==> config.mk <==
export PLATFORM = sky130hd
export DESIGN_NAME = rw_drain_arbiter
export DESIGN_NICKNAME = d
export VERILOG_FILES = /design/src/rtl/rwd_pkg.sv /design/src/rtl/rwd_timebase.sv /design/src/rtl/rwd_drain_fsm.sv /design/src/rtl/rwd_sched.sv /design/src/rtl/rw_drain_arbiter.sv
export SDC_FILE = /design/constraint.sdc
export NUM_CORES = 1
export LEC_CHECK = 0
export CORE_MARGIN = 2
export CORE_UTILIZATION = 25
export DETAILED_ROUTE_END_ITERATION = 7
export GPL_TIMING_DRIVEN = 0
export MAX_ROUTING_LAYER = met4
export PLACE_DENSITY = 0.54
export SLEW_MARGIN = 20
export SYNTH_ARGS = -nofsm -noshare
export SYNTH_HDL_FRONTEND = slang
export SYNTH_HIERARCHICAL = 1
export SYNTH_SLANG_ARGS = --single-unit
==> constraint.sdc <==
create_clock -name clk -period 7.35 [get_ports clk]
set_clock_uncertainty 0.15 [all_clocks]
set_input_delay 1.47 -clock clk [delete_from_list [all_inputs] [get_ports clk]]
set_output_delay 1.47 -clock clk [all_outputs]
set_load 0.02 [all_outputs]
==> src/rtl/rwd_pkg.sv <==
package rwd_pkg;

  typedef enum logic [1:0] {
    ST_READ  = 2'd0,
    ST_WAIT  = 2'd1,
    ST_ISSUE = 2'd2
  } drain_st_e;

  // Whole entries from a percentage of a queue depth (truncating).
  function automatic int unsigned pct_entries(input int unsigned depth,
                                              input int unsigned pct);
    return (depth * pct) / 100;
  endfunction

endpackage

==> src/rtl/rwd_timebase.sv <==
module rwd_timebase #(
  parameter int unsigned TS_W = 32
) (
  input  logic            clk,
  input  logic            rst_n,
  output logic [TS_W-1:0] now_q
);

  always_ff @(posedge clk) begin
    if (!rst_n) now_q <= '0;
    else        now_q <= now_q + TS_W'(1);
  end

endmodule

==> src/rtl/rwd_drain_fsm.sv <==
module rwd_drain_fsm
  import rwd_pkg::*;
#(
  parameter int unsigned CW_RD  = 6,
  parameter int unsigned CW_WR  = 6,
  parameter int unsigned DCNT_W = 16,
  parameter int unsigned HI_TH  = 22,
  parameter int unsigned LO_TH  = 0
) (
  input  logic              clk,
  input  logic              rst_n,
  input  logic [CW_RD-1:0]  rd_count,
  input  logic [CW_WR-1:0]  wr_count,
  input  logic              issued,
  input  logic              due,
  output logic              in_read,
  output logic              pop_write,
  output logic [DCNT_W-1:0] drain_writes,
  output logic              enter_ev,
  output logic              exit_ev,
  output logic              next_ev
);

  localparam logic [CW_WR-1:0] HI_V = CW_WR'(HI_TH);
  localparam logic [CW_WR-1:0] LO_V = CW_WR'(LO_TH);

  drain_st_e         st_q, st_d;
  logic              wr_any, rd_any, leave_ok, fire_ev, done_ev;
  logic              pop_q;
  logic [DCNT_W-1:0] wcnt_q;

  always_comb begin
    wr_any   = (wr_count != '0);
    rd_any   = (rd_count != '0);
    leave_ok = !wr_any || ((wr_count <= LO_V) && rd_any);
    enter_ev = (st_q == ST_READ) && wr_any && (wr_count >= HI_V);
    fire_ev  = (st_q == ST_WAIT) && due && wr_any;
    done_ev  = (st_q == ST_ISSUE) && issued;
    exit_ev  = (done_ev && leave_ok) || ((st_q == ST_WAIT) && !wr_any);
    next_ev  = done_ev && !leave_ok;

    st_d = st_q;
    if (enter_ev)      st_d = ST_WAIT;
    else if (exit_ev)  st_d = ST_READ;
    else if (fire_ev)  st_d = ST_ISSUE;
    else if (next_ev)  st_d = ST_WAIT;
  end

  always_ff @(posedge clk) begin
    if (!rst_n) begin
      st_q   <= ST_READ;
      pop_q  <= 1'b0;
      wcnt_q <= '0;
    end else begin
      st_q  <= st_d;
      pop_q <= fire_ev;
      if (enter_ev || exit_ev) wcnt_q <= '0;
      else if (fire_ev)        wcnt_q <= wcnt_q + DCNT_W'(1);
    end
  end

  assign in_read      = (st_q == ST_READ);
  assign pop_write    = pop_q;
  assign drain_writes = wcnt_q;

endmodule

==> src/rtl/rwd_sched.sv <==
module rwd_sched #(
  parameter int unsigned TS_W  = 32,
  parameter int unsigned LEAD  = 39,
  parameter int unsigned T_WTR = 8
) (
  input  logic            clk,
  input  logic            rst_n,
  input  logic [TS_W-1:0] now,
  input  logic            issued,
  input  logic [TS_W-1:0] bus_busy_until,
  input  logic            in_read,
  input  logic            enter_ev,
  input  logic            exit_ev,
  input  logic            next_ev,
  output logic            due,
  output logic [TS_W-1:0] sched_q
);

  localparam logic [TS_W-1:0] LEAD_V = TS_W'(LEAD);
  localparam logic [TS_W-1:0] WTR_V  = TS_W'(T_WTR);

  // Earliest decision cycle: back off the worst-case row miss from the
  // bus-free cycle, never into the past.
  function automatic logic [TS_W-1:0] next_time(input logic [TS_W-1:0] busy,
                                                input logic [TS_W-1:0] t);
    logic [TS_W-1:0] early;
    if (busy > LEAD_V) begin
      early = busy - LEAD_V;
      return (early > t) ? early : t;
    end
    return t;
  endfunction

  logic            pend_q;
  logic [TS_W-1:0] busy_q, base, cand, turn;

  always_comb begin
    due  = (now >= sched_q);
    base = issued ? bus_busy_until : busy_q;
    turn = base + WTR_V;
    cand = next_time(bus_busy_until, now);
  end

  always_ff @(posedge clk) begin
    if (!rst_n) begin
      sched_q <= '0;
      pend_q  <= 1'b0;
      busy_q  <= '0;
    end else begin
      if (exit_ev)      busy_q <= turn;
      else if (issued)  busy_q <= bus_busy_until;

      if (exit_ev) begin
        sched_q <= turn;
        pend_q  <= 1'b1;
      end else if (enter_ev) begin
        sched_q <= now;
        pend_q  <= 1'b0;
      end else if (next_ev) begin
        sched_q <= cand;
      end else if (in_read && issued) begin
        if (!pend_q || (cand < sched_q)) sched_q <= cand;
        pend_q <= 1'b1;
      end else if (in_read && pend_q && due) begin
        pend_q <= 1'b0;
      end
    end
  end

endmodule

==> src/rtl/rw_drain_arbiter.sv <==
module rw_drain_arbiter
  import rwd_pkg::*;
#(
  parameter int unsigned RD_DEPTH = 32,
  parameter int unsigned WR_DEPTH = 32,
  parameter int unsigned HI_PCT   = 70,
  parameter int unsigned LO_PCT   = 0,
  parameter int unsigned T_RP     = 14,
  parameter int unsigned T_RCD    = 14,
  parameter int unsigned T_CL     = 14,
  parameter int unsigned T_WTR    = 8,
  parameter int unsigned TS_W     = 32,
  parameter int unsigned DCNT_W   = 16,
  localparam int unsigned CW_RD   = $clog2(RD_DEPTH + 1),
  localparam int unsigned CW_WR   = $clog2(WR_DEPTH + 1)
) (
  input  logic              clk,
  input  logic              rst_n,
  input  logic [CW_RD-1:0]  rd_count,
  input  logic [CW_WR-1:0]  wr_count,
  input  logic              issued,
  input  logic [TS_W-1:0]   bus_busy_until,
  output logic              mode_write,
  output logic              stop_reads,
  output logic              pop_write,
  output logic [TS_W-1:0]   sched_cycle,
  output logic [DCNT_W-1:0] drain_writes,
  output logic [TS_W-1:0]   cycle_now
);

  localparam int unsigned HI_TH = pct_entries(WR_DEPTH, HI_PCT);
  localparam int unsigned LO_TH = pct_entries(WR_DEPTH, LO_PCT);
  localparam int unsigned LEAD  = T_RP + T_RCD + T_CL;

  logic            due, in_read, enter_ev, exit_ev, next_ev;
  logic [TS_W-1:0] now;

  rwd_timebase #(.TS_W(TS_W)) u_time (
    .clk(clk), .rst_n(rst_n), .now_q(now)
  );

  rwd_drain_fsm #(
    .CW_RD(CW_RD), .CW_WR(CW_WR), .DCNT_W(DCNT_W),
    .HI_TH(HI_TH), .LO_TH(LO_TH)
  ) u_fsm (
    .clk(clk), .rst_n(rst_n), .rd_count(rd_count), .wr_count(wr_count),
    .issued(issued), .due(due), .in_read(in_read), .pop_write(pop_write),
    .drain_writes(drain_writes), .enter_ev(enter_ev), .exit_ev(exit_ev),
    .next_ev(next_ev)
  );

  rwd_sched #(.TS_W(TS_W), .LEAD(LEAD), .T_WTR(T_WTR)) u_sched (
    .clk(clk), .rst_n(rst_n), .now(now), .issued(issued),
    .bus_busy_until(bus_busy_until), .in_read(in_read),
    .enter_ev(enter_ev), .exit_ev(exit_ev), .next_ev(next_ev),
    .due(due), .sched_q(sched_cycle)
  );

  assign mode_write = !in_read;
  assign stop_reads = !in_read;
  assign cycle_now  = now;

endmodule

==> flow_metrics.env, run 1 <==
export IMPL_max_freq_ghz=0.1358
export IMPL_cts_tree="done"
export IMPL_grt_pass1_vias=10100
export IMPL_p_comb_share_pct=28.1
export IMPL_insertion_delay_ns=0.44
export IMPL_yosysMostFrequentCell="dfxtp_1"
export IMPL_grt_use_total_pct=18.83
export IMPL_violations="negative setup slack"
export IMPL_ys_types=77
export IMPL_grt_pass1_wl_mm=58.29
export IMPL_path_clk_slew_ns=0.06
export IMPL_drv_slew=0
export IMPL_clkPwrFrac_pct=41.2
export IMPL_port_buffers=118
export IMPL_synthesis_instances=1300
export IMPL_cp_data_required_time_ns=7.51
export IMPL_crit_fanout=10
export IMPL_hp_class="reg -> reg"
export IMPL_r2r_end="u_sched/sched_q[23]"
export IMPL_vias_per_cell=5.183
export IMPL_hold_buffers=0
export IMPL_cts_root_buffer="clkbuf_16"
export IMPL_rsz0062_at_grt="yes"
export IMPL_diodes=0
export IMPL_row_count=73
export IMPL_worstPathArrival_ns=7.53
export IMPL_synth_ff_type="dfxtp_1"
export IMPL_syn_avg_cell_area_um2=7.705
export IMPL_die_x_um=204.2
export IMPL_synth_area_um2=10020
export IMPL_synth_warnings=6
export IMPL_vdd_drop_max_v=0.0001610
export IMPL_die_h_um=204.2
export IMPL_rr_worst_depth=19
export IMPL_drtIter0Drc=831
export IMPL_p_switching_uw=736.5
export IMPL_synth_top_area_share_pct=23.18
export IMPL_dieArea_um2=41690
export IMPL_p_seq_share_pct=30.7
export IMPL_vias=10370
export IMPL_p_int_mw=1.525
export IMPL_start_util_pct=25.27
export IMPL_layout_setup_ws_ns=-0.01560
export IMPL_p_per_area_nw_per_um2=170.2
export IMPL_clk_path_buf_depth=2
export IMPL_h_tree_depth=4
export IMPL_grt_max_degree=17
export IMPL_antenna_found_initial=0
export IMPL_r2r_slack_ns=2.24
export IMPL_nets=1610
export IMPL_end_kind="flop"
export IMPL_finalHoldViolations=0
export IMPL_cp_startpoint="bus_busy_until[15]"
export IMPL_cts_buffers_inserted=17
export IMPL_synth_edff_count=0
export IMPL_finalWirelength_mm=38.56
export IMPL_async_flop_share_pct=0
export IMPL_yosys_top_cells_area="dfxtp_1 (23%), ha_1 (12%), xnor2_1 (4.8%), mux2i_1 (4.6%), a21oi_1 (4.1%)"
export IMPL_yosysTopAreaCell="dfxtp_1"
export IMPL_io_pins=130
export IMPL_dp_hpwl_mm=30.63
export IMPL_cts_sinks=116
export IMPL_r2r_start="u_time/now_q[13]"
export IMPL_finalCritPeriodShare_pct=100.2
export IMPL_ant_nets=0
export IMPL_swShare_pct=32.56
export IMPL_core_area_um2=39640
export IMPL_first_pass_iters=5
export IMPL_maxSlewHeadroom_pct=45.04
export IMPL_grt_overflow=0
export IMPL_status="complete, but fails checks"
export IMPL_critPathLaunchType="input port"
export IMPL_syn_to_final_growth_pct=32.63
export IMPL_drc=0
export IMPL_drv_cap=0
export IMPL_total_power_mw=2.262
export IMPL_tightestPinTransition_ns=0.8244
export IMPL_avgRoutedWirePerCell_um=19.27
export IMPL_setup_violations=1
export IMPL_critPathCapture="u_sched/sched_q[23]"
export IMPL_gp_congestion=0.9416
export IMPL_p_leak_nw=4.855
export IMPL_synth_common_cells="dfxtp_1 (116), nor2_1 (107), nand2_1 (105)"
export IMPL_nFillCells=4139
export IMPL_ys_seq_area_share_pct=23.18
export IMPL_timing_setup_tns_ns=-0.01560
export IMPL_path_class="in -> reg"
export IMPL_syn_nets=1446
export IMPL_fin_crit_ns=7.366
export IMPL_drive_above_1_share_pct=12.47
export IMPL_ys_ff_latch=116
layer usage:
metal | track usage (%) | share of wire, % | routed length (um)
met5 | - | 0 | 0
met4 | 8.385 | 3.5 | 1331
met3 | 2.631 | 5.1 | 1978
met2 | 29.83 | 46 | 17640
met1 | 23.82 | 46 | 17620
layout by cell type, fill, tap and decap left out, drive strengths merged, types with 57 or more instances in the layout:
cell type and instances:
clkdlybuf4s50 102, dfxtp 116, nand2 106, ha 99, clkbuf 58, nor2 108, inv 104, o21ai 70
a21oi 84, buf 57
power by group through the flow:
stage               sequential (mW)  clock, mW  combinational [mW]
global route                  0.700      0.980               0.684
finish                        0.695      0.932               0.634
detailed placement            0.710          0               0.557
floorplan                     0.722          0               0.329
CTS                           0.696      0.954               0.591
global placement              0.709          0               0.548
logic make-up after synthesis:
family          count (synthesis)  synth area share (%)
compound gates                296                 19.44
xor+xnor                       89                 7.782
buf+inv                       171                 6.995
simple gates                  473                 24.52
fa+ha+maj                      99                 12.37
mux                            56                 5.721
flops                         116                 23.18
area by class of cell:
type	instances	area (um2)	area share [%]
Clock buffer	18	429.2	3.230
Sequential cell	116	2322	17.48
Clock inverter	13	209.0	1.573
Tap cell	525	656.9	4.944
Multi-Input combinational cell	1013	7465	56.19
Inverter	106	397.9	2.995
Timing Repair Buffer	145	1424	10.72
Buffer	65	381.6	2.872
metrics by stage:
step | area [um2] | utilization [%] | setup WS [ns] | cells | hold WS [ns]
6_report | 13290 | 33.51 | -0.01560 | 2001 | 0.3324
3_5_place_dp | 11890 | 30.00 | -1.993 | 1943 | 0.3242
3_3_place_gp | 11890 | 29.98 | -1.935 | 1943 | 0.3262
2_1_floorplan | 10050 | - | 0.02392 | 1300 | 0.3058
4_1_cts | 12920 | 32.60 | 0.002060 | 1993 | 0.3338
5_1_grt | 13290 | 33.51 | -0.1478 | 2001 | 0.3651
critical path, stage by stage:
cell and delay [ns]:
buf_8 0.10, or4_4 0.54, or4_4 0.47, buf_4 0.16, nor4_4 0.34, xnor2_1 0.28, inv_1 0.08, ha_1 0.32
nand4_1 0.25, or4_4 0.58, a31oi_4 0.24, o21a_2 0.22, buf_4 0.20, mux2_2 0.35, ha_1 0.29, a21oi_1 0.13
nor2b_1 0.06, o21ai_1 0.20, nand3_1 0.16, a31oi_4 0.21, o31a_1 0.24, nand2_2 0.11, buf_6 0.16, o311a_1 0.34
repair_timing:
| item | CTS | global route |
|---|---|---|
| resized for setup | 78 | 76 |
| endpoints found under the setup margin | 32 | 32 |
| pin swaps | 24 | 32 |
| setup buffers | 18 | 8 |
| cloned | 1 | 0 |
state kept, by name, summed over array words and instances (netlist names):
register / cells
u_fsm/drain_writes: 16
u_fsm/pop_write: 1
u_fsm/st_q: 2
u_sched/busy_q: 32
u_sched/pend_q: 1
u_sched/sched_q: 32
u_time/now_q: 32
how the worst min path moves through the flow:
stage | slack (ns) | cells after the start | end | start
floorplan | 0.31 | 2 | u_sched/busy_q[0] | u_sched/busy_q[0]
global placement | 0.33 | 2 | u_sched/sched_q[27] | u_sched/sched_q[27]
detailed placement | 0.32 | 2 | u_fsm/drain_writes[15] | u_fsm/drain_writes[15]
CTS | 0.33 | 2 | u_sched/sched_q[25] | u_sched/sched_q[25]
global route | 0.37 | 2 | u_sched/sched_q[25] | u_sched/sched_q[25]
finish | 0.33 | 2 | u_fsm/drain_writes[15] | u_fsm/drain_writes[15]
Note: power is estimated with default switching activity, not from simulation.
==> run 2, diff against run 1 <==
--- a/config.mk
+++ b/config.mk
@@ -5,8 +5,10 @@
 export SDC_FILE = /design/constraint.sdc
 export NUM_CORES = 1
 export LEC_CHECK = 0
+export CAP_MARGIN = 20
 export CORE_MARGIN = 2
 export CORE_UTILIZATION = 25
+export CTS_BUF_LIST = sky130_fd_sc_hd__clkbuf_8
 export DETAILED_ROUTE_END_ITERATION = 7
 export GPL_TIMING_DRIVEN = 0
 export MAX_ROUTING_LAYER = met4
==> run 2 against run 1 <==
Effect of this change:
- the flow now finishes without violations
- critical path depth decreased by 2
- global-route usage shrank 0.15 points
- first-iteration DRC count increased by 3.2%
- die area is the same
- sequential share of layout area rose by 0.27 points
- register-to-register slack got worse by 0.06 ns
- sequential power hardly changed
- flip-flop and latch count stayed put
- cell count increased by 0.25%
- non-clock buffer count is 5 higher
- maximum frequency grew 1.7%
- clock power fell by 25%
==> flow_metrics.env, run 2 (same netlist as run 1, synthesis figures left out) <==
export IMPL_crit_slowest_cell="or4_4"
export IMPL_grtUsageMet2_pct=29.82
export IMPL_ant_nets=0
export IMPL_first_pass_iters=5
export IMPL_status="finished clean"
export IMPL_setup_violations=0
export IMPL_busiest_layer="met2"
export IMPL_path_class="in -> reg"
export IMPL_drtIter0Drc=858
export IMPL_final_common_cell="dfxtp_1"
export IMPL_cpPeakStageDelay_ns=0.58
export IMPL_drv_slew=0
export IMPL_insertion_delay_ns=0.48
export IMPL_drive_above_1_share_pct=12.36
export IMPL_syn_to_final_growth_pct=30.60
export IMPL_largest_registers="u_sched/busy_q: 32 flops, u_sched/sched_q: 32 flops, u_time/now_q: 32 flops"
export IMPL_diodes=0
export IMPL_worstPathArrival_ns=7.44
export IMPL_gp_congestion=0.9416
export IMPL_cts_sinks=116
export IMPL_die_x_um=204.2
export IMPL_path_clk_slew_ns=0.07
export IMPL_drc=0
export IMPL_vias=10380
export IMPL_final_cell_mix="dfxtp_1 (116), nor2_1 (103), nand2_1 (103)"
export IMPL_grtUsageMet1_pct=23.77
export IMPL_nets=1615
export IMPL_core_area_um2=39640
export IMPL_cp_cell_sequence="buf_4 -> or4_4 -> or4_4 -> or4_1 -> xor2_1 -> inv_1 -> ha_1 -> nand4_1 -> or4_4 -> a31oi_4 -> o21a_2 -> buf_4 -> mux2_2 -> ha_1 -> nand2_1 -> nand3b_1 -> nor2_1 -> o211ai_1 -> o311ai_4 -> nand2_2 -> buf_6 -> o311a_1"
export IMPL_dp_hpwl_mm=30.63
export IMPL_row_count=73
export IMPL_cts_buffers_inserted=17
export IMPL_grt_max_degree=17
export IMPL_grt_util_met3_pct=2.583
export IMPL_crit_top_cell="or4_4"
export IMPL_cts_tree="done"
export IMPL_max_freq_ghz=0.1381
export IMPL_port_buffers=118
export IMPL_drv_cap=0
export IMPL_p_per_area_nw_per_um2=154.6
export IMPL_end_kind="flop"
export IMPL_start_util_pct=25.27
export IMPL_die_h_um=204.2
export IMPL_h_tree_depth=4
export IMPL_finalHoldViolations=0
export IMPL_dp_cells=1943
export IMPL_crit_fanout=10
export IMPL_grt_pass1_vias=10100
export IMPL_critPathLaunchType="input port"
export IMPL_p_leak_nw=4.794
export IMPL_grt_overflow=0
export IMPL_nFillCells=4166
export IMPL_fin_crit_ns=7.243
export IMPL_total_power_mw=2.022
export IMPL_cts_root_buffer="clkbuf_8"
export IMPL_avgRoutedWirePerCell_um=19.23
export IMPL_finalCritPeriodShare_pct=98.54
export IMPL_cp_data_required_time_ns=7.55
export IMPL_tightestPinTransition_ns=0.7914
export IMPL_finalNonFillerCells=2006
export IMPL_finalWirelength_mm=38.58
export IMPL_io_pins=130
export IMPL_vias_per_cell=5.172
export IMPL_antenna_found_initial=0
export IMPL_maxSlewHeadroom_pct=47.24
export IMPL_clk_path_buf_depth=2
export IMPL_whs_ns=0.3372
export IMPL_vdd_drop_max_v=0.0001100
export IMPL_fin_util_pct=33.00
export IMPL_dieArea_um2=41690
export IMPL_hp_class="reg -> reg"
export IMPL_grt_use_total_pct=18.68
export IMPL_grt_pass1_wl_mm=58.01
-- run 2: cell types whose count changed in the layout (fill, tap and decap cells not counted), sizes merged --
cell,previous run,this run
clkbuf,58,55
dlygate4sd2,2,1
clkdlybuf4s50,102,100
dlymetal6s2s,9,12
inv,104,105
buf,57,64
-- run 2: repair_timing --
item                       4_1_cts  5_1_grt
cloned                           0        1
gates resized for setup         72       63
hold buffers                     0        0
pin swaps                       22       19
setup endpoints to repair       32       32
buffers inserted                17       14
-- run 2: layout make-up --
type | instances | area, um2 | share of cell area (%)
Multi-Input combinational cell | 1013 | 7442 | 56.89
Sequential cell | 116 | 2322 | 17.75
Timing Repair Buffer | 150 | 1461 | 11.17
Tap cell | 525 | 656.9 | 5.021
Inverter | 106 | 397.9 | 3.041
Buffer | 65 | 355.3 | 2.716
Clock buffer | 17 | 234.0 | 1.788
Clock inverter | 14 | 212.7 | 1.626
-- run 2: critical path, delay by kind of cell --
kind	cells	cell delay [ns]
adder cells (fa/ha/maj)	2	0.59
multiplexers	1	0.35
AO/OA/AOI/OAI	5	1.22
buffers and inverters	4	0.62
AND/OR/NAND/NOR	9	3.00
XOR/XNOR	1	0.16
-- run 2: report_power, final --
group	total [mW]	switching, mW	internal (mW)
clock network	0.703	0.304	0.400
registers	0.695	0.0324	0.662
logic	0.624	0.366	0.258
-- run 2: stage by stage --
step	area, um2	TNS [ns]	setup slack (ns)
after global routing	13080	-0.02660	-0.02660
final	13080	0	0.1074
after detailed placement	11890	-55.34	-1.993
after floorplan	10050	0	0.02392
after global placement	11890	-53.97	-1.935
after CTS	12690	0	0.001273
-- run 2: metal layers --
metal,share of wire [%],up-vias
met3,5.4,71
met1,46,4881
met2,46,374
met4,3.4,0
met5,0,-
li1,-,5049
-- run 2: worst paths after layout --
kind,from,to,slack (ns),cells after the start
hold / removal,u_sched/sched_q[25],u_sched/sched_q[25],0.34,2
setup reg to reg,u_time/now_q[14],u_sched/sched_q[13],2.18,18
setup / recovery,bus_busy_until[14],u_sched/sched_q[13],0.11,22
hold reg to reg,u_sched/sched_q[25],u_sched/sched_q[25],0.34,2
